`src/rtl/desc_done_map.sv`:
```
module desc_done_map #(
  parameter int MAP_W  = 32,
  parameter int ADDR_W = 12,
  parameter int BLK_W  = 10,
  parameter int HALF_W = MAP_W / 2
) (
  input  logic              clk,
  input  logic              rst_n,
  input  logic [BLK_W-1:0]  blk_size,
  input  logic              done_valid,
  input  logic              done_ack,
  input  logic [ADDR_W-1:0] done_addr,
  input  logic              rd_en,
  input  logic              rd_hi,
  output logic [HALF_W-1:0] rd_data
);
  logic [MAP_W-1:0]  dmap, snap, set_vec;
  logic              armed;
  logic [ADDR_W-1:0] blk_ext, idx;
  logic              hit, lo_rd, hi_clr;

  assign blk_ext = ADDR_W'(blk_size);
  assign idx     = (blk_ext == '0) ? '0 : done_addr / blk_ext;
  assign hit     = done_valid && done_ack && (blk_ext != '0) && (idx < ADDR_W'(MAP_W));
  assign set_vec = hit ? ({{(MAP_W-1){1'b0}}, 1'b1} << idx) : '0;
  assign lo_rd   = rd_en && !rd_hi;
  assign hi_clr  = rd_en && rd_hi && armed;

  always_ff @(posedge clk) begin
    if (!rst_n) begin
      dmap  <= '0;
      snap  <= '0;
      armed <= 1'b0;
    end else begin
      dmap <= (hi_clr ? (dmap & ~snap) : dmap) | set_vec;
      if (lo_rd) begin
        snap  <= dmap;
        armed <= 1'b1;
      end else if (rd_en && rd_hi) begin
        armed <= 1'b0;
      end
    end
  end

  assign rd_data = !rd_hi ? dmap[HALF_W-1:0] :
                   armed  ? snap[MAP_W-1:HALF_W] : dmap[MAP_W-1:HALF_W];
endmodule

```
`config.mk`:
```
export PLATFORM = sky130hd
export DESIGN_NAME = desc_done_map
export DESIGN_NICKNAME = d
export VERILOG_FILES = /design/src/rtl/desc_done_map.sv
export SDC_FILE = /design/constraint.sdc
export NUM_CORES = 1
export LEC_CHECK = 0
export BUFFER_PORTS_ARGS = -buffer_cell sky130_fd_sc_hd__buf_4
export CAP_MARGIN = 20
export CORE_MARGIN = 2
export CORE_UTILIZATION = 60
export DETAILED_ROUTE_END_ITERATION = 16
export HOLD_SLACK_MARGIN = 0.15
export PLACE_DENSITY = 0.79
export SKIP_LAST_GASP = 1
export SLEW_MARGIN = 20
export SYNTH_ARGS = -nofsm -noshare
export SYNTH_HDL_FRONTEND = slang
export SYNTH_SLANG_ARGS = --single-unit
```
`constraint.sdc`:
```
create_clock -name clk -period 47.4 [get_ports clk]
set_input_delay 9.48 -clock clk [delete_from_list [all_inputs] [get_ports clk]]
set_output_delay 9.48 -clock clk [all_outputs]
set_load 0.05 [all_outputs]
```
# Word level (Yosys, flattened, before mapping)

Cells that the tools add are included.

Output and inout port bits: 16
Bits of input ports: 28
Logic and storage cells: 26
Register bits: 65

Bitwise operators: 3
Mux-type cells: 7
Shift operators: 1
Order comparisons: 1
Divide/modulo/power cells: 1
Reduce and logical (&&, ||, !) cells: 10

Operators with widths:

| kind                  | count |
|---|---|
| $mux 32               | 2 |
| $and 32x32->32        | 1 |
| $mux 16               | 2 |
| $not 32->32           | 1 |
| $or 32x32->32         | 1 |
| $shl 1x12->32 const A | 1 |
| $div 12x10->12        | 1 |
| $logic_not 12->1      | 1 |
| $lt 12x6->1 const B   | 1 |
| $mux 12               | 1 |
| $reduce_bool 12->1    | 1 |
| $logic_and 1x1->1     | 6 |
| $mux 1                | 2 |
| $reduce_bool 2->1     | 1 |
| $logic_not 1->1       | 1 |

# Longest topological paths before layout

Depth in word-level cells: 6
Depth in mapped cells: 88
Depth with buffers taken out: 82

# Least setup slack after synthesis

Ideal clock, no wire load.

Path kind: input port to flip-flop
From: input port blk_size[9]
To: register dmap[21]
Arrival time: 26900 ps
Stages: 82
Required time: 47284 ps
Slack: 20384 ps
Library setup time: 116 ps
Cells stage by stage: clkbuf_1 or4_1 buf_6 nor4_1 a2bb2oi_1 ha_1 inv_1 or4_1 nand2_1 a21oi_1 ha_1 a21oi_1 nand2_1 and3b_1 or2_2 ha_1 o211a_1 o2111ai_1 [... 46 more ...] ha_1 a21oi_1 a21boi_0 o211ai_1 a21oi_1 or2_2 a21oi_1 nand2_2 buf_6 a21oi_1 ha_1 a211oi_1 o31ai_1 a211oi_1 o21a_1 o221a_2 nand4_1 a31o_2

Cells in the longest elaborated chain, start to end: 6
Elaborated cells between the ends (all ways): 10
Classes of those cells: 1 x div; 1 x order compare; 1 x shift; 2 x mux; 1 x bitwise; 4 x reduce/logical

RTL lines:

| item                                               | RTL line | text |
|---|---|---|
| from (decl)                                        | 9        | `input logic [BLK_W-1:0] blk_size,` |
| $div 12x10->12 or $logic_not 12->1 (tied branches) | 23       | `assign idx = (blk_ext == '0) ? '0 : done_addr / blk_ext;` |
| $mux 12                                            | 23       |  |
| $lt 12x6->1                                        | 24       | `assign hit = done_valid && done_ack && (blk_ext != '0) && (idx < ADDR_W'(MAP_W));` |
| $logic_and 1x1->1                                  | 24       |  |
| $mux 32 (*)                                        | 25       | `assign set_vec = hit ? ({{(MAP_W-1){1'b0}}, 1'b1} << idx) : '0;` |
| $or 32x32->32 (*)                                  | 35       | `dmap <= (hi_clr ? (dmap & ~snap) : dmap) \| set_vec;` |
| to (signal assigned)                               | 35       |  |
| to (decl)                                          | 17       | `logic [MAP_W-1:0] dmap, snap, set_vec;` |

Every way passes the cells marked *; elsewhere a longest branch is shown, timed or not.
A chain may end at the register's enable or synchronous reset.

# Worst setup path after layout

From: input port blk_size[8]
To: register dmap[21]

The elaborated chain is that of the path after synthesis.

==> results.cfg <==
[clocking]
cts_num_sinks = 65
clk_latency_ns = 0.33
postCtsSetupRepairBufs = 0
postCtsHoldBufs = 0
path_clk_slew_ns = 0.05
ctsLongestPathBuffers = 2
cts_root_buffer = clkbuf_16
htreeDepth = 3
numCtsBuffers = 9
cts_tree = built
post_cts_resized = 0

[pwr]
sw_frac_of_total_pct = 44.5
p_leak_nw = 3.00
power_mw = 0.293
p_int_mw = 0.163
powerDensity_mw_per_mm2 = 38.8
irDropWorstVdd_mv = 0.0425
seq_power_share_pct = 19.6
comb_power_share_pct = 60.4
power.switching_mw = 0.130
pwr-share-clk_pct = 20.0

[global_routing]
overflow = 0
grt_pass1_wl_um = 31100
grt_antenna_before_repair = 0
grt_max_degree = 68
grt_util_all_layers_pct = 29.9
first_global_vias = 6316

[drt]
ant_nets = 0
totalWireLength_um = 18900
vias = 6989
dr.pass1.iters = 5
drc = 0
routed_via_density = 6.40
wl_per_cell_um = 17.3
drt-initial-drc-count = 711

[synthesis]
yosysSeqAreaShare_pct = 18.8
synthMostInstantiatedCell = nand2_1
synth_top_area_share_pct = 18.8
synthCells = 931
synth-edff-count = 0
yosys-top-cells-area = dfxtp_1 (19%), ha_1 (14%), nand2_1 (8.0%)
synth.top_cells.by_count = nand2_1 (148), ha_1 (77), dfxtp_1 (65)
synth_nets = 1036
synth_top_area_cell = dfxtp_1
ys.flop_type = dfxtp_1
synth.avg_cell_area_um2 = 7.45
async_flop_share_pct = 0
synthesis.yosys.warnings = 0
syn_area_mm2 = 0.00693
synth-seq-cells = 65
synth.distinct_cells = 76

[critical_path]
critPathBufInv = 6
crit_start = blk_size[8]
cp.depth = 75
rr_startpoint = armed
crit_path_end = dmap[21]
r2r_slack_ns = 45.08
worstPathMaxFanout = 17
crit_path_top_delay_cell = or4_1
worst_r2r_path_depth = 4
setup.worst_path.class = in2reg
r2r_end = dmap[19]
cp.arrival_ns = 30.21
cpPeakStageDelay_ns = 0.73
crit_top_cell = ha_1
start_kind = input pin
critPathCaptureType = register
cp.required_ns = 47.62
crit_family = compound AO/OA/AOI/OAI gates

[sta]
worst_pin_slew_ns = 1.13
fmax_mhz = 33.3
rsz0062_at_grt = false
min_period_ns = 30.00
setup_violations = 0
finalHoldViolations = 0
period_share_pct = 63.3
relSlewSlack_pct = 24.8
finClkSkew_ns = 0.00743
worst_hold_slack_ns = 0.462
tns_ns = 0
drv_slew = 0

[final_layout]
n_fill_cell = 1046
multi_input_area_mm2 = 0.00533
fin_area_mm2 = 0.00756
final_nets = 1050
final_core_util_pct = 66.5
diodes = 0
ff_latch_area_mm2 = 0.00130
drive_gt1_share_pct = 11.1
area_growth_pct = 9.01

[placement]
dp_hpwl_um = 14100
routabilityCongestion = 0.994
postPlaceCellArea_mm2 = 0.00729
portBuffers = 43

[floorplanning]
dieHeight_um = 111
rows = 39
dieArea_mm2 = 0.0124
initial_core_util_pct = 61.0
die_w_um = 111
io_pins = 44
coreArea_mm2 = 0.0114

[hold_path]
hold_path_class = reg2reg

[outcome]
status = complete, no violations

[job]
cap_viol_max_count = 0
-- tightest hold or removal path, stage by stage, from the launching register on --
cell and delay (ns):
dfxtp_1 0.30, nand2_1 0.04, a21boi_0 0.06
-- metrics by stage --
| stage | cells | setup slack, ns |
|---|---|---|
| after CTS | 1092 | 17.83 |
| after global placement | 1077 | 17.84 |
| final | 1092 | 17.40 |
| after floorplan | 931 | 20.38 |
| after global routing | 1092 | 16.15 |
| after detailed placement | 1077 | 17.55 |
-- layer usage --
metal,vias to the layer above,share of wire (%),wire length [µm],global-route usage [%]
met5,-,0,0,0
met4,0,2.6,498,10.3
met3,35,5.8,1090,3.10
met2,249,46,8600,49.8
met1,3219,46,8690,40.6
li1,3486,-,-,-
-- flip-flops by register name, indices dropped and copies added, names as in the netlist --
name   count
armed      1
dmap      32
snap      32
-- power by group through the flow --
stage | clock network, mW | logic (mW) | registers (mW)
final | 0.0585 | 0.177 | 0.0575
after global routing | 0.0615 | 0.193 | 0.0577
after CTS | 0.0592 | 0.174 | 0.0575
after detailed placement | 0 | 0.172 | 0.0586
after global placement | 0 | 0.170 | 0.0586
after floorplan | 0 | 0.140 | 0.0579
-- worst min path at each step --
stage	startpoint	endpoint	slack, ns	depth (start not counted)
6_report	snap[7]	snap[7]	0.46	2
5_1_grt	snap[15]	snap[15]	0.49	2
4_1_cts	snap[7]	snap[7]	0.47	2
3_5_place_dp	snap[7]	snap[7]	0.46	2
3_3_place_gp	snap[8]	snap[8]	0.45	2
2_1_floorplan	snap[11]	snap[11]	0.44	2
-- layout make-up --
class	instances	area share [%]
clock buffers	11	3.21
clock inverters	4	0.265
inverters	32	1.59
multi-input cells	788	70.5
flip-flops and latches	65	17.2
well taps	143	2.37
repair buffers	49	4.87
-- cell families after synthesis --
group	after synthesis	share of synthesized area, %
multiplexers	34	5.13
flip-flops	65	18.8
XOR/XNOR	27	3.41
AND/OR/NAND/NOR	361	24.6
buffers and inverters	78	4.55
AO/OA/AOI/OAI	289	29.7
adder cells (fa/ha/maj)	77	13.9
-- layout by cell type (no fill, tap or decap), drive strengths merged, types with 6 or more instances in the layout --
| cell type | netlist | routed |
|---|---|---|
| nor4 | 12 | 12 |
| inv | 32 | 32 |
| a211oi | 10 | 10 |
| nand4 | 7 | 7 |
| a21boi | 35 | 35 |
| buf | 5 | 49 |
| o22ai | 9 | 9 |
| ha | 77 | 77 |
| o21ai | 43 | 43 |
| a21oi | 57 | 57 |
| o211ai | 12 | 12 |
| nor2 | 64 | 64 |
| nand3 | 42 | 42 |
| xor2 | 6 | 6 |
| mux2 | 12 | 12 |
| dfxtp | 65 | 65 |
| nand2b | 6 | 6 |
| o21a | 27 | 27 |
| o31ai | 21 | 21 |
| xnor2 | 21 | 21 |
| a31oi | 7 | 7 |
| nor3 | 33 | 33 |
| nand2 | 149 | 149 |
| nor2b | 6 | 6 |
| clkbuf | 41 | 11 |
| or3 | 13 | 13 |
| a21o | 16 | 16 |
| mux2i | 22 | 22 |
No activity file was read; power rests on OpenSTA's default activity.
